File: config.mk
export PLATFORM = sky130hd
export DESIGN_NAME = uart_fifo_irq
export DESIGN_NICKNAME = d
export VERILOG_FILES = /design/src/rtl/uart_irq_pkg.sv /design/src/rtl/uart_irq_fifo.sv /design/src/rtl/uart_irq_datapath.sv /design/src/rtl/uart_irq_control.sv /design/src/rtl/uart_fifo_irq.sv
export SDC_FILE = /design/constraint.sdc
export NUM_CORES = 2
export LEC_CHECK = 0
export BUFFER_PORTS_ARGS = -buffer_cell sky130_fd_sc_hd__buf_2
export CORE_UTILIZATION = 60
export DETAILED_ROUTE_END_ITERATION = 7
export HOLD_SLACK_MARGIN = 0.08
export PLACE_DENSITY = 0.76
export SYNTH_ARGS = -nofsm -noshare
export SYNTH_HDL_FRONTEND = slang
export SYNTH_SLANG_ARGS = --single-unit
File: constraint.sdc
create_clock -name clk -period 4 [get_ports clk]
set_clock_uncertainty 0.1 [all_clocks]
set_input_delay 0.4 -clock clk [delete_from_list [all_inputs] [get_ports clk]]
set_output_delay 0.4 -clock clk [all_outputs]
set_load 0.01 [all_outputs]
File: src/rtl/uart_irq_pkg.sv
package uart_irq_pkg;

  typedef enum logic [2:0] {
    ADDR_TXDATA = 3'd0,
    ADDR_RXDATA = 3'd1,
    ADDR_LEVELS = 3'd2,
    ADDR_IEN    = 3'd3,
    ADDR_ICLR   = 3'd4,
    ADDR_CTRL   = 3'd5,
    ADDR_THRESH = 3'd6,
    ADDR_MSTAT  = 3'd7
  } regAddr_e;

  localparam int BIT_RXFULL  = 0;
  localparam int BIT_TXEMPTY = 1;
  localparam int BIT_BREAK   = 7;
  localparam int BIT_TOUT    = 13;

  localparam logic [31:0] IRQ_MASK = 32'h0000_2083;
  localparam int LEVEL_W = 8;
  localparam int THLD_W  = 7;
  localparam int TOUT_W  = 5;

  // strobes from control to datapath
  typedef struct packed {
    logic       txPush;
    logic       rxPop;
    logic [7:0] txData;
  } dpStrobe_t;

endpackage

File: src/rtl/uart_irq_fifo.sv
module uart_irq_fifo #(
  parameter int DEPTH = 128,
  parameter int WIDTH = 8,
  localparam int CW = $clog2(DEPTH + 1),
  localparam int PW = (DEPTH > 1) ? $clog2(DEPTH) : 1
) (
  input  logic             clk,
  input  logic             rstN,
  input  logic             push,
  input  logic             pop,
  input  logic [WIDTH-1:0] wrData,
  output logic [WIDTH-1:0] rdData,
  output logic [CW-1:0]    count
);

  localparam logic [PW-1:0] LAST = PW'(DEPTH - 1);

  logic [WIDTH-1:0] mem [DEPTH];
  logic [PW-1:0] wrPtr, rdPtr;
  logic doPush, doPop;

  assign doPush = push && (count != CW'(DEPTH));
  assign doPop  = pop && (count != '0);

  always_ff @(posedge clk) begin
    if (doPush) mem[wrPtr] <= wrData;
  end

  always_ff @(posedge clk) begin
    if (!rstN) begin
      wrPtr <= '0;
      rdPtr <= '0;
      count <= '0;
    end else begin
      if (doPush) wrPtr <= (wrPtr == LAST) ? '0 : wrPtr + 1'b1;
      if (doPop)  rdPtr <= (rdPtr == LAST) ? '0 : rdPtr + 1'b1;
      count <= count + CW'(doPush) - CW'(doPop);
    end
  end

  assign rdData = (count == '0) ? '0 : mem[rdPtr];

endmodule

File: src/rtl/uart_irq_datapath.sv
module uart_irq_datapath
  import uart_irq_pkg::*;
#(
  parameter int DEPTH = 128,
  localparam int CW = $clog2(DEPTH + 1)
) (
  input  logic               clk,
  input  logic               rstN,
  input  dpStrobe_t          strobe,
  input  logic               coreTxTake,
  input  logic               coreRxPut,
  input  logic [7:0]         coreRxByte,
  output logic [7:0]         txHead,
  output logic [7:0]         rxHead,
  output logic [LEVEL_W-1:0] txLevel,
  output logic [LEVEL_W-1:0] rxLevel
);

  logic [CW-1:0] txCount, rxCount;

  uart_irq_fifo #(.DEPTH(DEPTH), .WIDTH(8)) txQ_i (
    .clk(clk), .rstN(rstN),
    .push(strobe.txPush), .pop(coreTxTake),
    .wrData(strobe.txData), .rdData(txHead), .count(txCount)
  );

  uart_irq_fifo #(.DEPTH(DEPTH), .WIDTH(8)) rxQ_i (
    .clk(clk), .rstN(rstN),
    .push(coreRxPut), .pop(strobe.rxPop),
    .wrData(coreRxByte), .rdData(rxHead), .count(rxCount)
  );

  assign txLevel = LEVEL_W'(txCount);
  assign rxLevel = LEVEL_W'(rxCount);

endmodule

File: src/rtl/uart_irq_control.sv
module uart_irq_control
  import uart_irq_pkg::*;
#(
  parameter int DEPTH = 128
) (
  input  logic               clk,
  input  logic               rstN,
  input  logic               busWrEn,
  input  logic               busRdEn,
  input  logic [2:0]         busAddr,
  input  logic [31:0]        busWrData,
  output logic [31:0]        busRdData,
  input  logic [7:0]         rxHead,
  input  logic [LEVEL_W-1:0] txLevel,
  input  logic [LEVEL_W-1:0] rxLevel,
  input  logic               coreRxPut,
  input  logic               coreBreak,
  input  logic               coreBitTick,
  input  logic               ctsIn,
  output dpStrobe_t          strobe,
  output logic               coreTxAvail,
  output logic               rtsReady,
  output logic               irq,
  output logic               loopbackEn,
  output logic               dmaReqEn,
  output logic               pendBrk,
  output logic               pendTout
);

  localparam logic [THLD_W-1:0] THLD_DEF = THLD_W'(DEPTH / 2);

  logic [31:0]        ienQ;
  logic [15:0]        ctrlQ;
  logic [THLD_W-1:0]  rxThld, txThld;
  logic               pendRxFull, pendTxEmpty;
  logic [TOUT_W-1:0]  idleCnt;
  logic [31:0]        pendVec, masked;

  logic wrIen, wrIclr, wrCtrl, wrThresh;
  logic [THLD_W-1:0] flowThld;
  logic rxFlowEn, txFlowEn;
  logic [TOUT_W-1:0] toutThld;
  logic toutEvent, rxEmpty;

  assign wrIen    = busWrEn && (busAddr == ADDR_IEN);
  assign wrIclr   = busWrEn && (busAddr == ADDR_ICLR);
  assign wrCtrl   = busWrEn && (busAddr == ADDR_CTRL);
  assign wrThresh = busWrEn && (busAddr == ADDR_THRESH);

  assign flowThld   = ctrlQ[6:0];
  assign rxFlowEn   = ctrlQ[7];
  assign txFlowEn   = ctrlQ[8];
  assign toutThld   = ctrlQ[13:9];
  assign loopbackEn = ctrlQ[14];
  assign dmaReqEn   = ctrlQ[15];

  assign strobe.txPush = busWrEn && (busAddr == ADDR_TXDATA);
  assign strobe.rxPop  = busRdEn && (busAddr == ADDR_RXDATA);
  assign strobe.txData = busWrData[7:0];

  assign rxEmpty   = (rxLevel == '0);
  assign toutEvent = coreBitTick && !rxEmpty && !coreRxPut &&
                     (toutThld != '0) && ((idleCnt + 1'b1) == toutThld);

  always_ff @(posedge clk) begin
    if (!rstN) begin
      ienQ        <= '0;
      ctrlQ       <= '0;
      rxThld      <= THLD_DEF;
      txThld      <= THLD_DEF;
      pendRxFull  <= 1'b0;
      pendTxEmpty <= 1'b0;
      pendBrk     <= 1'b0;
      pendTout    <= 1'b0;
      idleCnt     <= '0;
    end else begin
      if (wrIen)  ienQ  <= busWrData & IRQ_MASK;
      if (wrCtrl) ctrlQ <= busWrData[15:0];
      if (wrThresh) begin
        rxThld <= busWrData[6:0];
        txThld <= busWrData[14:8];
      end
      pendRxFull  <= rxLevel >= {1'b0, rxThld};
      pendTxEmpty <= txLevel <  {1'b0, txThld};
      pendBrk  <= coreBreak || (pendBrk && !(wrIclr && busWrData[BIT_BREAK]));
      pendTout <= toutEvent || (pendTout && !(wrIclr && busWrData[BIT_TOUT]));
      if (coreRxPut || rxEmpty)
        idleCnt <= '0;
      else if (coreBitTick && (idleCnt != '1))
        idleCnt <= idleCnt + 1'b1;
    end
  end

  always_comb begin
    pendVec = '0;
    pendVec[BIT_RXFULL]  = pendRxFull;
    pendVec[BIT_TXEMPTY] = pendTxEmpty;
    pendVec[BIT_BREAK]   = pendBrk;
    pendVec[BIT_TOUT]    = pendTout;
  end

  assign masked = pendVec & ienQ;
  assign irq    = |masked;

  assign rtsReady    = !(rxFlowEn && (rxLevel >= {1'b0, flowThld}));
  assign coreTxAvail = (txLevel != '0) && !(txFlowEn && !ctsIn);

  always_comb begin
    unique case (regAddr_e'(busAddr))
      ADDR_TXDATA: busRdData = '0;
      ADDR_RXDATA: busRdData = {24'd0, rxHead};
      ADDR_LEVELS: busRdData = {16'd0, txLevel, rxLevel};
      ADDR_IEN:    busRdData = ienQ;
      ADDR_ICLR:   busRdData = '0;
      ADDR_CTRL:   busRdData = {16'd0, ctrlQ};
      ADDR_THRESH: busRdData = {17'd0, txThld, 1'b0, rxThld};
      ADDR_MSTAT:  busRdData = masked;
      default:     busRdData = '0;
    endcase
  end

endmodule

File: src/rtl/uart_fifo_irq.sv
module uart_fifo_irq
  import uart_irq_pkg::*;
#(
  parameter int DEPTH = 128
) (
  input  logic        clk,
  input  logic        rstN,
  input  logic        busWrEn,
  input  logic        busRdEn,
  input  logic [2:0]  busAddr,
  input  logic [31:0] busWrData,
  output logic [31:0] busRdData,
  input  logic        coreTxTake,
  output logic [7:0]  coreTxByte,
  output logic        coreTxAvail,
  input  logic        coreRxPut,
  input  logic [7:0]  coreRxByte,
  input  logic        coreBreak,
  input  logic        coreBitTick,
  input  logic        ctsIn,
  output logic        rtsReady,
  output logic        irq,
  output logic        loopbackEn,
  output logic        dmaReqEn
);

  dpStrobe_t          strobe;
  logic [7:0]         rxHead;
  logic [LEVEL_W-1:0] txLevel, rxLevel;
  logic               pendBrk, pendTout;

  uart_irq_datapath #(.DEPTH(DEPTH)) dp_i (
    .clk(clk), .rstN(rstN), .strobe(strobe),
    .coreTxTake(coreTxTake), .coreRxPut(coreRxPut), .coreRxByte(coreRxByte),
    .txHead(coreTxByte), .rxHead(rxHead), .txLevel(txLevel), .rxLevel(rxLevel)
  );

  uart_irq_control #(.DEPTH(DEPTH)) ctl_i (
    .clk(clk), .rstN(rstN),
    .busWrEn(busWrEn), .busRdEn(busRdEn), .busAddr(busAddr),
    .busWrData(busWrData), .busRdData(busRdData),
    .rxHead(rxHead), .txLevel(txLevel), .rxLevel(rxLevel),
    .coreRxPut(coreRxPut), .coreBreak(coreBreak), .coreBitTick(coreBitTick),
    .ctsIn(ctsIn), .strobe(strobe), .coreTxAvail(coreTxAvail),
    .rtsReady(rtsReady), .irq(irq), .loopbackEn(loopbackEn),
    .dmaReqEn(dmaReqEn), .pendBrk(pendBrk), .pendTout(pendTout)
  );

endmodule

==> impl_results.md <==
- Status: finished, violations left
- Failing checks: setup timing
- Worst-Margin Slew: ~1.2 ns
- Hold WC Path Type: in2reg
- WP data required: 3.50 ns
- Final setup fails: 13
- Iteration-0 DRC count of the detailed router: 6019
- I/O pin count: 97
- Largest net degree at the start of global routing: 110
- Initial Util: 0.606
- PnR worst setup slack: -0.153 ns
- Root buf cell: clkbuf_16
- CORE AREA: ~140000 um^2
- Post-synth EDFFs: between 2000 and 2500
- Routed Antenna Nets: 0
- R2R depth: 8
- Final min period: 4.15 ns
- Leading cell type in the layout, fill and taps excluded: edfxtp_1
- H-tree levels: 4
- Critical Path Start Type: flip-flop
- First-pass GRT wire length: ~310000 um
- Sequential area share after synthesis: 0.749
- Final count of hold timing violations: 0
- PwrDens: 489 nW/um^2
- GP Congestion: 0.868
- Chip width: approximately 380 um
- Hold path start: busWrData[4]
- DRC: 0
- Most frequent cells in the layout: edfxtp_1, mux4_2, nor2_1, buf_4, clkbuf_16
- Area added between synthesis and finish: 15.9%
- Vias per cell: about 6.7
- Pre-Repair DR Iteration Count: 6
- Register bit total from synthesis: ~2100
- Total power: 48.0 mW
- Port bufs: 64
- Crit path kind: reg2out
- CTS sink count: ~2100
- Grt total ovfl: 0
- Critical path peak fanout: 8
- Via count: approximately 46000
- Ys Warns: 0
- Max Cap Viol: 0
- Unrepaired setup endpoints after global routing: yes
- Post-Syn Area: approximately 85000 um^2
- Setup TNS: -0.801 ns
- Skew-Pair Late Insertion Delay: approximately 0.85 ns
- Finished Layout Cells: between 6000 and 7000
- Nets: ~5000
- Maximum vdd drop: between 0.4 and 0.5 mV
- Die Height: about 380 um
- Row cnt: roughly 140
- CP Capture Type: output pin
- Worst Hold Depth: 1
- Placed cells: 6400
- Slew Limit Headroom: 0.172
- Number of global-route vias before repair: roughly 46000
- Post-DR wirelength/cell: about 32 um
- Met1 Use GR: 0.385
- Met3 usage: 0.0492
- DP HPWL: 122000 um
- Initial antenna violation count: 4
- Period utilization: 1.04
- Die ar.: 143000 um^2
- Lkg Pwr: between 30 and 40 nW
- Dpl ws: 0.0808 ns
- Max frequency: 241 MHz
- Post-Synthesis Cells: roughly 4400
- Layout cells sized above 1: 0.286
- Synth Area per Inst: between 15 and 20 um^2
- FF-to-FF Start: dp_i.txQ_i.count[4]
- CP arrival: between 3 and 4 ns
- CTS Buffer Depth: 3
- GR Layer Usage met2: 0.501
- Final-report max-slew violation count: 0
- GRT busiest layer: met2
- Inserted Clock Buffers: around 200
- Post-Route WL: about 220000 um
- TritonCTS clock tree: done
- Yosys cell types: between 60 and 70
- Asr flop ratio synth: 0
- Top_reg_cell synth: edfxtp_1
- Gr usage total: 0.300
- CTS clk-pin slew, worst paths: 0.07 ns
[worst paths after layout]
check | slack (ns) | endpoint
setup / recovery | -0.15 | coreTxByte[1]
hold / removal | 0.12 | dp_i.txQ_i.mem[101][4]
setup reg to reg | 0.28 | dp_i.txQ_i.mem[7][7]
hold reg to reg | 0.38 | ctl_i.txThld[2]
[registers in the layout, summed over array words and instances, names as in the netlist, 8 cells and up, named ones only]
name	flops
dp_i.txQ_i.mem	1024
ctl_i.ctrlQ	16
dp_i.rxQ_i.count	8
dp_i.rxQ_i.mem	1024
dp_i.txQ_i.count	8
[cell families (layout without fill, tap and decap cells)]
kind of cell | count (synthesis) | after routing | synth area share
DFF | 2149 | 2149 | 0.749
and+or+nand+nor | 770 | 770 | 0.0413
muxes | 602 | 602 | 0.140
AOI/OAI and AO/OA | 499 | 499 | 0.0404
buffers and inverters | 305 | 904 | 0.0182
adders and majority gates | 50 | 50 | 0.00756
xor gates and xnor gates | 29 | 29 | 0.00300
other | 1 | 17 | 0.0000442
[worst max-delay path, cell delays in order (launching register included)]
cell,delay (ns)
dfxtp_4,0.41
buf_4,0.14
buf_12,0.14
buf_6,0.12
buf_12,0.12
mux4_2,0.52
a22oi_2,0.26
a21oi_2,0.11
nor4_4,0.53
o22ai_2,0.23
buf_2,0.19
[area by class of cell]
cell class	count	area, um^2
Sequential cell	2149	63500
Fill cell	8017	41600
Multi-Input combinational cell	1966	20900
Clock buffer	242	5270
Timing Repair Buffer	490	5040
Tap cell	1876	2350
Clock inverter	125	978
Inverter	47	176
Antenna cell	1	2.50
[synthesized netlist by cell type (10+ instances only)]
library cell | n | area, um^2
a211oi_1 | 10 | 75.1
a21boi_0 | 37 | 278
a21o_1 | 13 | 97.6
a21oi_1 | 105 | 526
a22oi_1 | 155 | 1160
and2_1 | 41 | 257
and3_1 | 10 | 62.6
buf_1 | 21 | 78.8
buf_2 | 56 | 280
buf_4 | 32 | 240
buf_6 | 23 | 259
clkbuf_1 | 123 | 462
dfxtp_1 | 101 | 2020
edfxtp_1 | 2048 | 61500
ha_1 | 48 | 601
inv_1 | 46 | 173
mux2i_1 | 131 | 1310
mux4_2 | 467 | 10500
nand2_1 | 204 | 766
nand2b_1 | 21 | 131
nand3_1 | 48 | 240
nand4_1 | 16 | 100
nor2_1 | 322 | 1210
nor2b_1 | 37 | 231
nor3_1 | 10 | 50.1
nor4_1 | 19 | 119
o211ai_1 | 12 | 90.1
o21ai_0 | 42 | 210
o221ai_1 | 21 | 184
o22ai_1 | 52 | 325
or3_1 | 11 | 68.8
xnor2_1 | 14 | 123
xor2_1 | 15 | 131
[repair_timing]
action,in CTS,in global routing
hold buffers,28,0
pin swaps,46,64
gates resized for setup,179,150
gates cloned,17,9
endpoints found under the hold margin,281,0
endpoints found under the setup margin,16,16
setup buffers,30,51
[routing by layer]
| layer | part of all wire | wire length [um] |
|---|---|---|
| met5 | 0.00019 | 41 |
| met4 | 0.055 | 12000 |
| met3 | 0.094 | 20600 |
| met2 | 0.51 | 110000 |
| met1 | 0.34 | 75000 |
[through the flow]
stage	utilization	hold slack, ns	area (um^2)
after floorplan	-	0.352	84800
after global placement	0.635	0.366	88900
after detailed placement	0.635	0.378	88900
after CTS	0.694	0.0858	97100
after global routing	0.703	0.133	98300
final	0.703	0.122	98300
[power by group]
group          leakage, nW  total, mW  switching [mW]  internal (mW)
logic                 8.45       4.71            2.53           2.17
registers             19.2       24.9           0.131           24.7
clock network         3.05       18.5            8.28           10.2
No activity file was read; power rests on OpenSTA's default activity.
